## src/rtl/ldq_og_pkg.sv

```systemverilog
package ldq_og_pkg;

  // Write strobes passed from control to the entry storage.
  typedef struct packed {
    logic allocWe;  // write a new load at the tail slot
    logic addrWe;   // post an effective address into a slot
  } ldq_strobe_t;

endpackage

```

## src/rtl/ldq_og_data.sv

```systemverilog
module ldq_og_data
  import ldq_og_pkg::*;
#(
  parameter int DEPTH = 8,
  parameter int AW    = 32,
  parameter int SEQW  = 16,
  parameter int SQW   = 4,
  parameter int GRAN  = 8,
  localparam int RING = DEPTH + 1,
  localparam int IW   = $clog2(RING)
) (
  input  logic            clk,
  input  logic            rstN,
  input  ldq_strobe_t     strobe,
  input  logic [IW-1:0]   tailIdx,
  input  logic [IW-1:0]   headIdx,
  input  logic [SEQW-1:0] allocSeq,
  input  logic [SQW-1:0]  allocSqIdx,
  input  logic            allocSqNone,
  input  logic [IW-1:0]   addrIdx,
  input  logic [AW-1:0]   addrVal,
  input  logic [AW-1:0]   chkAddr,
  input  logic [SEQW-1:0] commitSeq,
  input  logic [SEQW-1:0] squashSeq,
  output logic [RING-1:0] matchVec,
  output logic [RING-1:0] leVec,
  output logic [RING-1:0] gtVec,
  output logic [SEQW-1:0] seqArr [RING],
  output logic [SQW-1:0]  headSqIdx,
  output logic            headSqNone
);

  logic [SEQW-1:0] seqMem   [RING];
  logic [AW-1:0]   addrMem  [RING];
  logic [SQW-1:0]  sqIdxMem [RING];
  logic [RING-1:0] avMem;
  logic [RING-1:0] sqNoneMem;

  always_ff @(posedge clk) begin
    if (!rstN) begin
      avMem     <= '0;
      sqNoneMem <= '0;
      for (int i = 0; i < RING; i++) begin
        seqMem[i]   <= '0;
        addrMem[i]  <= '0;
        sqIdxMem[i] <= '0;
      end
    end else begin
      if (strobe.addrWe) begin
        addrMem[addrIdx] <= addrVal;
        avMem[addrIdx]   <= 1'b1;
      end
      // allocation comes last so it wins on a shared slot
      if (strobe.allocWe) begin
        seqMem[tailIdx]    <= allocSeq;
        avMem[tailIdx]     <= 1'b0;
        sqIdxMem[tailIdx]  <= allocSqIdx;
        sqNoneMem[tailIdx] <= allocSqNone;
      end
    end
  end

  // Per-slot comparators; the control masks them by ring position.
  for (genvar g = 0; g < RING; g++) begin : g_slot
    assign matchVec[g] = avMem[g] && (addrMem[g][AW-1:GRAN] == chkAddr[AW-1:GRAN]);
    assign leVec[g]    = (seqMem[g] <= commitSeq);
    assign gtVec[g]    = (seqMem[g] > squashSeq);
    assign seqArr[g]   = seqMem[g];
  end

  assign headSqIdx  = sqIdxMem[headIdx];
  assign headSqNone = sqNoneMem[headIdx];

  // a newly allocated load starts without a usable address
  p_alloc_clears_addr_r6: assert property (@(posedge clk) disable iff (!rstN)
    strobe.allocWe |=> !avMem[$past(tailIdx)]);

endmodule

```

## src/rtl/ldq_og_ctrl.sv

```systemverilog
module ldq_og_ctrl
  import ldq_og_pkg::*;
#(
  parameter int DEPTH = 8,
  parameter int SEQW  = 16,
  parameter int CNTW  = 16,
  localparam int RING = DEPTH + 1,
  localparam int IW   = $clog2(RING)
) (
  input  logic            clk,
  input  logic            rstN,
  input  logic            allocValid,
  input  logic            addrValid,
  input  logic            chkValid,
  input  logic            chkIsStore,
  input  logic [IW-1:0]   chkIdx,
  input  logic            commitValid,
  input  logic            squashValid,
  input  logic [SEQW-1:0] squashSeq,
  input  logic            violRead,
  input  logic [RING-1:0] matchVec,
  input  logic [RING-1:0] leVec,
  input  logic [RING-1:0] gtVec,
  input  logic [SEQW-1:0] seqArr [RING],
  output ldq_strobe_t     strobe,
  output logic [IW-1:0]   headIdx,
  output logic [IW-1:0]   tailIdx,
  output logic [IW-1:0]   count,
  output logic            full,
  output logic            violValid,
  output logic [IW-1:0]   violIdx,
  output logic [SEQW-1:0] violSeq,
  output logic            chkFault,
  output logic [CNTW-1:0] violCount
);

  localparam logic [IW:0]   RING_W = (IW+1)'(RING);
  localparam logic [IW-1:0] DEPTH_W = IW'(DEPTH);

  function automatic logic [IW-1:0] ringAdd(input logic [IW-1:0] a, input logic [IW-1:0] b);
    logic [IW:0] s;
    s = {1'b0, a} + {1'b0, b};
    if (s >= RING_W) s = s - RING_W;
    return s[IW-1:0];
  endfunction

  function automatic logic [IW-1:0] ringSub(input logic [IW-1:0] a, input logic [IW-1:0] b);
    logic [IW:0] s;
    if (a >= b) s = {1'b0, a} - {1'b0, b};
    else        s = {1'b0, a} + RING_W - {1'b0, b};
    return s[IW-1:0];
  endfunction

  logic            allocOk;
  logic [RING-1:0] occupied;
  logic [IW-1:0]   nCommit, nSquash;
  logic [IW-1:0]   scanStart, scanLen;
  logic            hit;
  logic [IW-1:0]   pickIdx;
  logic            replace;

  assign full           = (count == DEPTH_W);
  assign allocOk        = allocValid && !full && !squashValid;
  assign strobe.allocWe = allocOk;
  assign strobe.addrWe  = addrValid;

  // Occupancy mask and bulk commit / squash sizes
  always_comb begin
    nCommit = '0;
    nSquash = '0;
    for (int i = 0; i < RING; i++) begin
      occupied[i] = ringSub(IW'(i), headIdx) < count;
      if (commitValid && occupied[i] && leVec[i]) nCommit = nCommit + IW'(1);
      if (occupied[i] && gtVec[i])                nSquash = nSquash + IW'(1);
    end
  end

  // Scan window and oldest-match pick
  assign scanStart = chkIsStore ? chkIdx : ringAdd(chkIdx, IW'(1));
  assign scanLen   = ringSub(tailIdx, scanStart);

  always_comb begin
    hit     = 1'b0;
    pickIdx = '0;
    for (int k = 0; k < RING; k++) begin
      logic [IW-1:0] idx;
      idx = ringAdd(scanStart, IW'(k));
      if (!hit && (IW'(k) < scanLen) && matchVec[idx]) begin
        hit     = 1'b1;
        pickIdx = idx;
      end
    end
  end

  assign replace = chkValid && !squashValid && hit &&
                   (!violValid || (seqArr[pickIdx] < violSeq));

  always_ff @(posedge clk) begin
    if (!rstN) begin
      headIdx <= '0;
      tailIdx <= '0;
      count   <= '0;
    end else if (squashValid) begin
      tailIdx <= ringSub(tailIdx, nSquash);
      count   <= count - nSquash;
    end else begin
      headIdx <= ringAdd(headIdx, nCommit);
      tailIdx <= ringAdd(tailIdx, IW'(allocOk));
      count   <= count - nCommit + IW'(allocOk);
    end
  end

  always_ff @(posedge clk) begin
    if (!rstN) begin
      violValid <= 1'b0;
      violIdx   <= '0;
      violSeq   <= '0;
      chkFault  <= 1'b0;
      violCount <= '0;
    end else begin
      chkFault <= replace;
      if (replace) begin
        violValid <= 1'b1;
        violIdx   <= pickIdx;
        violSeq   <= seqArr[pickIdx];
        violCount <= violCount + CNTW'(1);
      end else if (violRead || (squashValid && (squashSeq < violSeq))) begin
        violValid <= 1'b0;
      end
    end
  end

  // occupancy never exceeds capacity
  p_no_overflow_r2: assert property (@(posedge clk) disable iff (!rstN)
    count <= DEPTH_W);

  // a refused allocation leaves the tail alone
  p_full_holds_tail_r2: assert property (@(posedge clk) disable iff (!rstN)
    (allocValid && full && !squashValid) |=> $stable(tailIdx));

  // a fault pulse always comes with a held violator
  p_fault_has_viol_r8: assert property (@(posedge clk) disable iff (!rstN)
    chkFault |-> violValid);

  // the counter steps by exactly one per fault
  p_fault_counts_r8: assert property (@(posedge clk) disable iff (!rstN)
    chkFault |-> (violCount == $past(violCount) + CNTW'(1)));

  // a covering squash drops the violator
  p_squash_clears_r10: assert property (@(posedge clk) disable iff (!rstN)
    (squashValid && violValid && (squashSeq < violSeq)) |=> !violValid);

  // a read without a competing check clears the violator
  p_read_clears_r11: assert property (@(posedge clk) disable iff (!rstN)
    (violRead && !chkValid) |=> !violValid);

  // a squash cycle retires nothing from the head
  p_squash_freeze_r12: assert property (@(posedge clk) disable iff (!rstN)
    squashValid |=> $stable(headIdx));

endmodule

```

## src/rtl/ldq_order_guard.sv

```systemverilog
module ldq_order_guard
  import ldq_og_pkg::*;
#(
  parameter int DEPTH = 8,
  parameter int AW    = 32,
  parameter int SEQW  = 16,
  parameter int SQW   = 4,
  parameter int GRAN  = 8,
  parameter int CNTW  = 16,
  localparam int RING = DEPTH + 1,
  localparam int IW   = $clog2(RING)
) (
  input  logic            clk,
  input  logic            rstN,
  input  logic            allocValid,
  input  logic [SEQW-1:0] allocSeq,
  input  logic            sqEmpty,
  input  logic [SQW-1:0]  sqTail,
  output logic [IW-1:0]   allocIdx,
  output logic            lqFull,
  output logic [IW-1:0]   lqCount,
  output logic [SQW-1:0]  headSqIdx,
  output logic            headSqNone,
  input  logic            addrValid,
  input  logic [IW-1:0]   addrIdx,
  input  logic [AW-1:0]   addrVal,
  input  logic            chkValid,
  input  logic            chkIsStore,
  input  logic [IW-1:0]   chkIdx,
  input  logic [AW-1:0]   chkAddr,
  input  logic            commitValid,
  input  logic [SEQW-1:0] commitSeq,
  input  logic            squashValid,
  input  logic [SEQW-1:0] squashSeq,
  input  logic            violRead,
  output logic            violValid,
  output logic [IW-1:0]   violIdx,
  output logic [SEQW-1:0] violSeq,
  output logic            chkFault,
  output logic [CNTW-1:0] violCount
);

  ldq_strobe_t     strobe;
  logic [IW-1:0]   headIdx, tailIdx;
  logic [RING-1:0] matchVec, leVec, gtVec;
  logic [SEQW-1:0] seqArr [RING];

  assign allocIdx = tailIdx;

  ldq_og_ctrl #(.DEPTH(DEPTH), .SEQW(SEQW), .CNTW(CNTW)) ctrl_i (
    .clk(clk), .rstN(rstN),
    .allocValid(allocValid), .addrValid(addrValid),
    .chkValid(chkValid), .chkIsStore(chkIsStore), .chkIdx(chkIdx),
    .commitValid(commitValid), .squashValid(squashValid), .squashSeq(squashSeq),
    .violRead(violRead),
    .matchVec(matchVec), .leVec(leVec), .gtVec(gtVec), .seqArr(seqArr),
    .strobe(strobe), .headIdx(headIdx), .tailIdx(tailIdx),
    .count(lqCount), .full(lqFull),
    .violValid(violValid), .violIdx(violIdx), .violSeq(violSeq),
    .chkFault(chkFault), .violCount(violCount)
  );

  ldq_og_data #(.DEPTH(DEPTH), .AW(AW), .SEQW(SEQW), .SQW(SQW), .GRAN(GRAN)) data_i (
    .clk(clk), .rstN(rstN), .strobe(strobe),
    .tailIdx(tailIdx), .headIdx(headIdx),
    .allocSeq(allocSeq), .allocSqIdx(sqTail), .allocSqNone(sqEmpty),
    .addrIdx(addrIdx), .addrVal(addrVal), .chkAddr(chkAddr),
    .commitSeq(commitSeq), .squashSeq(squashSeq),
    .matchVec(matchVec), .leVec(leVec), .gtVec(gtVec), .seqArr(seqArr),
    .headSqIdx(headSqIdx), .headSqNone(headSqNone)
  );

endmodule

```

## config.mk

```make
export PLATFORM = sky130hd
export DESIGN_NAME = ldq_order_guard
export DESIGN_NICKNAME = d
export VERILOG_FILES = /design/src/rtl/ldq_og_pkg.sv /design/src/rtl/ldq_og_data.sv /design/src/rtl/ldq_og_ctrl.sv /design/src/rtl/ldq_order_guard.sv
export SDC_FILE = /design/constraint.sdc
export NUM_CORES = 2
export LEC_CHECK = 0
export BUFFER_PORTS_ARGS = -buffer_cell sky130_fd_sc_hd__buf_2
export CORE_MARGIN = 2
export CORE_UTILIZATION = 30
export DETAILED_ROUTE_END_ITERATION = 10
export PLACE_DENSITY = 0.57
export SLEW_MARGIN = 15
export SYNTH_ARGS = -nofsm -noshare
export SYNTH_HDL_FRONTEND = slang
export SYNTH_SLANG_ARGS = --single-unit
```

## constraint.sdc

```tcl
create_clock -name clk -period 27.8 [get_ports clk]
set_clock_uncertainty 0.1 [all_clocks]
set_input_delay 6.95 -clock clk [delete_from_list [all_inputs] [get_ports clk]]
set_output_delay 6.95 -clock clk [all_outputs]
set_load 0.02 [all_outputs]
```

==> flow_metrics.tcl <==
set metrics [dict create \
    clkLatencyLatePin_ns 0.68 \
    synthCells 3998 \
    setup_violations 0 \
    peakVddDrop_v 0.000107 \
    run_status "completed" \
    cts_made_buffers 58 \
    htreeDepth 2 \
    fp-row-count 133 \
    setup_ws_ns 9.01 \
    synthesis.nets 4574 \
    initial_core_util_pct 30.1 \
    ys_ff_latch 496 \
    highest_layer "met5" \
    synth_cell_types 114 \
    route.met2.wl_mm 62.9 \
    critPathCaptureType "register" \
    cap_violations 0 \
    worstPathArrival_ns 19.27 \
    ys_seq_area_share_pct 35.9 \
    syn-cell-area_sq_mm 0.0395 \
    fmax_ghz 0.0532 \
    critPathRequiredTime_ns 28.28 \
    drtIter0Drc 3146 \
    synth_top_area_share_pct 32.2 \
    rsz0062_at_grt "false" \
    m1WireLength_mm 62.9 \
    io_pins 186 \
    cts_sinks 496 \
    max_slew_margin_pct 18.0 \
    grt_pass1_wl_mm 208 \
    rr_worst_depth 32 \
    die_height_microns 367 \
    dp_slack_ns 8.66 \
    worstHoldPathCells 2 \
    cts_resized 0 \
    hp-class "reg -> reg" \
    tritoncts "yes" \
    drc_errors 0 \
    clock_path_buffers 3 \
    vias_per_cell 5.48 \
    fin_cells 5908 \
    cts_hold_buf 0 \
    finalHoldViolCount 0 \
    drv_slew 0 \
    post-cts-setup-buffers 0 \
    vias 32400 \
    met3_wirelength_mm 11.6 \
    synth_top_flop_cell "edfxtp_1" \
    grt_max_degree 85 \
    ys_warn_count 0 \
    slowest_delay_ns 0.75 \
    critPathLaunchType "input port" \
    yosys.area.top_type "edfxtp_1" \
    gp_congestion 0.945 \
    dieArea_sq_mm 0.135 \
    grt_antenna_before_repair 11 \
    track_usage_pct 20.4 \
    syn_avg_cell_area_sq_um 9.88 \
    die_w_microns 367 \
    dp.cells 5792 \
    fin_crit_sh_pct 67.6 \
    cp_max_fo 38 \
    grt_pass1_vias 31000 \
    async_reset_ff_share_pct 0 \
    clk_pin_slew_ns 0.06 \
    layout-drive-gt1-share_pct 10.9 \
    worst-setup-path-type "in -> reg" \
    wirelength_mm 141 \
    wl_per_cell_microns 23.9 \
    synth_edf_count 424 \
    total_leakage_power_nw 18.3 \
    hpwl_mm 103 \
    synth_area_leaders "edfxtp_1 32%, ha_1 14%, xnor2_1 5.0%" \
    finalNetCount 4673 \
    ant_nets 0 \
    area_growth_pct 12.6 \
    overflow 0 \
    io_buffers 169 \
    setup-tns-final_ns 0 \
    worst_pin_slew_ns 1.22 \
    root_buffer "clkbuf_16" \
    slowest_stage "buf_4" \
    drt_first_pass_iters 6 \
    core_sq_mm 0.131 \
    powerDensity_mw_per_mm2 101 \
    layout_min_cycle_time_ns 18.79 \
]
layer usage:
metal	track usage, %	vias to the layer above
met5	0	-
met4	5.58	4
met3	3.64	188
met2	32.3	1257
met1	28.5	15800
li1	-	15200
final cells by class:
| class | instances | area (sq um) |
|---|---|---|
| inverter | 167 | 632 |
| sequential | 496 | 14200 |
| tap | 1755 | 2200 |
| fill | 13400 | 86600 |
| clock buffer | 66 | 1500 |
| multi-input combinational | 3160 | 24300 |
| timing repair buffer | 214 | 1180 |
| clock inverter | 43 | 524 |
| antenna | 7 | 17.5 |
sequential cells by signal (all words and copies together), names as in the netlist, named ones only:
signal,count
ctrl_i.chkFault,1
data_i.sqIdxMem,64
ctrl_i.violValid,1
data_i.seqMem,144
data_i.addrMem,216
ctrl_i.violCount,16
data_i.avMem,9
ctrl_i.violSeq,16
ctrl_i.count,4
ctrl_i.tailIdx,4
ctrl_i.violIdx,4
data_i.sqNoneMem,9
ctrl_i.headIdx,4
critical path: cells and delay by family:
| family | cells | cell delay [ns] |
|---|---|---|
| and+or+nand+nor | 11 | 3.46 |
| adders and majority gates | 3 | 1.31 |
| muxes | 3 | 0.70 |
| AOI/OAI and AO/OA | 16 | 4.52 |
| buffers and inverters | 7 | 2.22 |
path summary, 6_finish.rpt:
kind | startpoint | to | slack, ns
max | chkIdx[0] | ctrl_i.violCount[9] | 9.01
min | ctrl_i.violIdx[2] | ctrl_i.violIdx[2] | 0.36
min reg2reg | ctrl_i.violIdx[2] | ctrl_i.violIdx[2] | 0.36
max reg2reg | ctrl_i.tailIdx[0] | ctrl_i.violCount[9] | 17.21
cells by family (layout without fill, tap and decap cells):
logic type / after synthesis / after routing / share of synthesized area [%]
AO/OA/AOI/OAI: 807 / 807 / 13.9
XOR/XNOR: 311 / 311 / 7.08
adder cells (fa/ha/maj): 442 / 442 / 14.1
buffers and inverters: 342 / 490 / 3.43
flip-flops: 496 / 496 / 35.9
multiplexers: 204 / 204 / 5.91
other: 0 / 7 / 0
AND/OR/NAND/NOR: 1396 / 1396 / 19.6
Yosys cell counts, types with 13 or more instances:
cell	number
a31oi_1	18
o211ai_1	36
nor3_1	61
or2_2	13
a21boi_0	14
mux2_2	21
nand4_1	145
and2_1	252
nor2_1	219
or4_1	19
nor2b_1	52
a21oi_1	192
o22ai_1	13
nor3b_1	14
o21ai_0	154
xor2_1	76
ha_1	435
dfxtp_1	72
edfxtp_1	424
o31ai_1	22
xnor2_1	227
or3_1	18
a21o_1	99
nand2b_1	63
buf_1	15
inv_1	160
mux4_2	21
nor4_1	42
and3_1	177
nand2_1	190
buf_2	35
a211oi_1	37
clkbuf_1	119
mux2i_1	160
o21a_1	44
nand3_1	77
layout by cell type, fill, tap and decap left out, types with 13 or more instances in the layout:
cell	instances
o21ai_0	137
and3_1	177
a21oi_1	191
and2_1	252
nand4_1	145
mux4_2	21
nor2_1	212
dfxtp_1	72
or2_2	13
edfxtp_1	424
o21a_1	44
or4_1	19
buf_4	45
o31ai_1	21
nor4_1	41
nor3_1	58
nor3b_1	14
o21ai_4	15
mux2i_1	160
o22ai_1	13
nand3_1	77
nor2b_1	52
clkbuf_16	58
a21boi_0	14
clkinv_2	15
nand2_1	190
a31oi_1	17
a21o_1	99
buf_2	169
nand2b_1	63
mux2_2	21
xnor2_1	227
ha_1	434
a211oi_1	36
o211ai_1	36
xor2_1	76
inv_1	159
or3_1	18
where the power goes:
part	switching (mW)	internal, mW
combinational	1.67	1.05
sequential	0.0661	0.873
clock	0.348	0.484
total	2.09	2.41
through the flow:
step | hold WS, ns | cell area [sq um] | util [%] | total power, mW
3_5_place_dp | 0.342 | 42400 | 32.3 | 3.65
3_3_place_gp | 0.340 | 42400 | 32.3 | 3.60
2_1_floorplan | 0.339 | 39500 | - | 2.86
6_report | 0.363 | 44500 | 33.9 | 4.49
5_1_grt | 0.379 | 44500 | 33.9 | 4.82
4_1_cts | 0.359 | 44400 | 33.9 | 4.49
(Power assumes the default switching activity.)
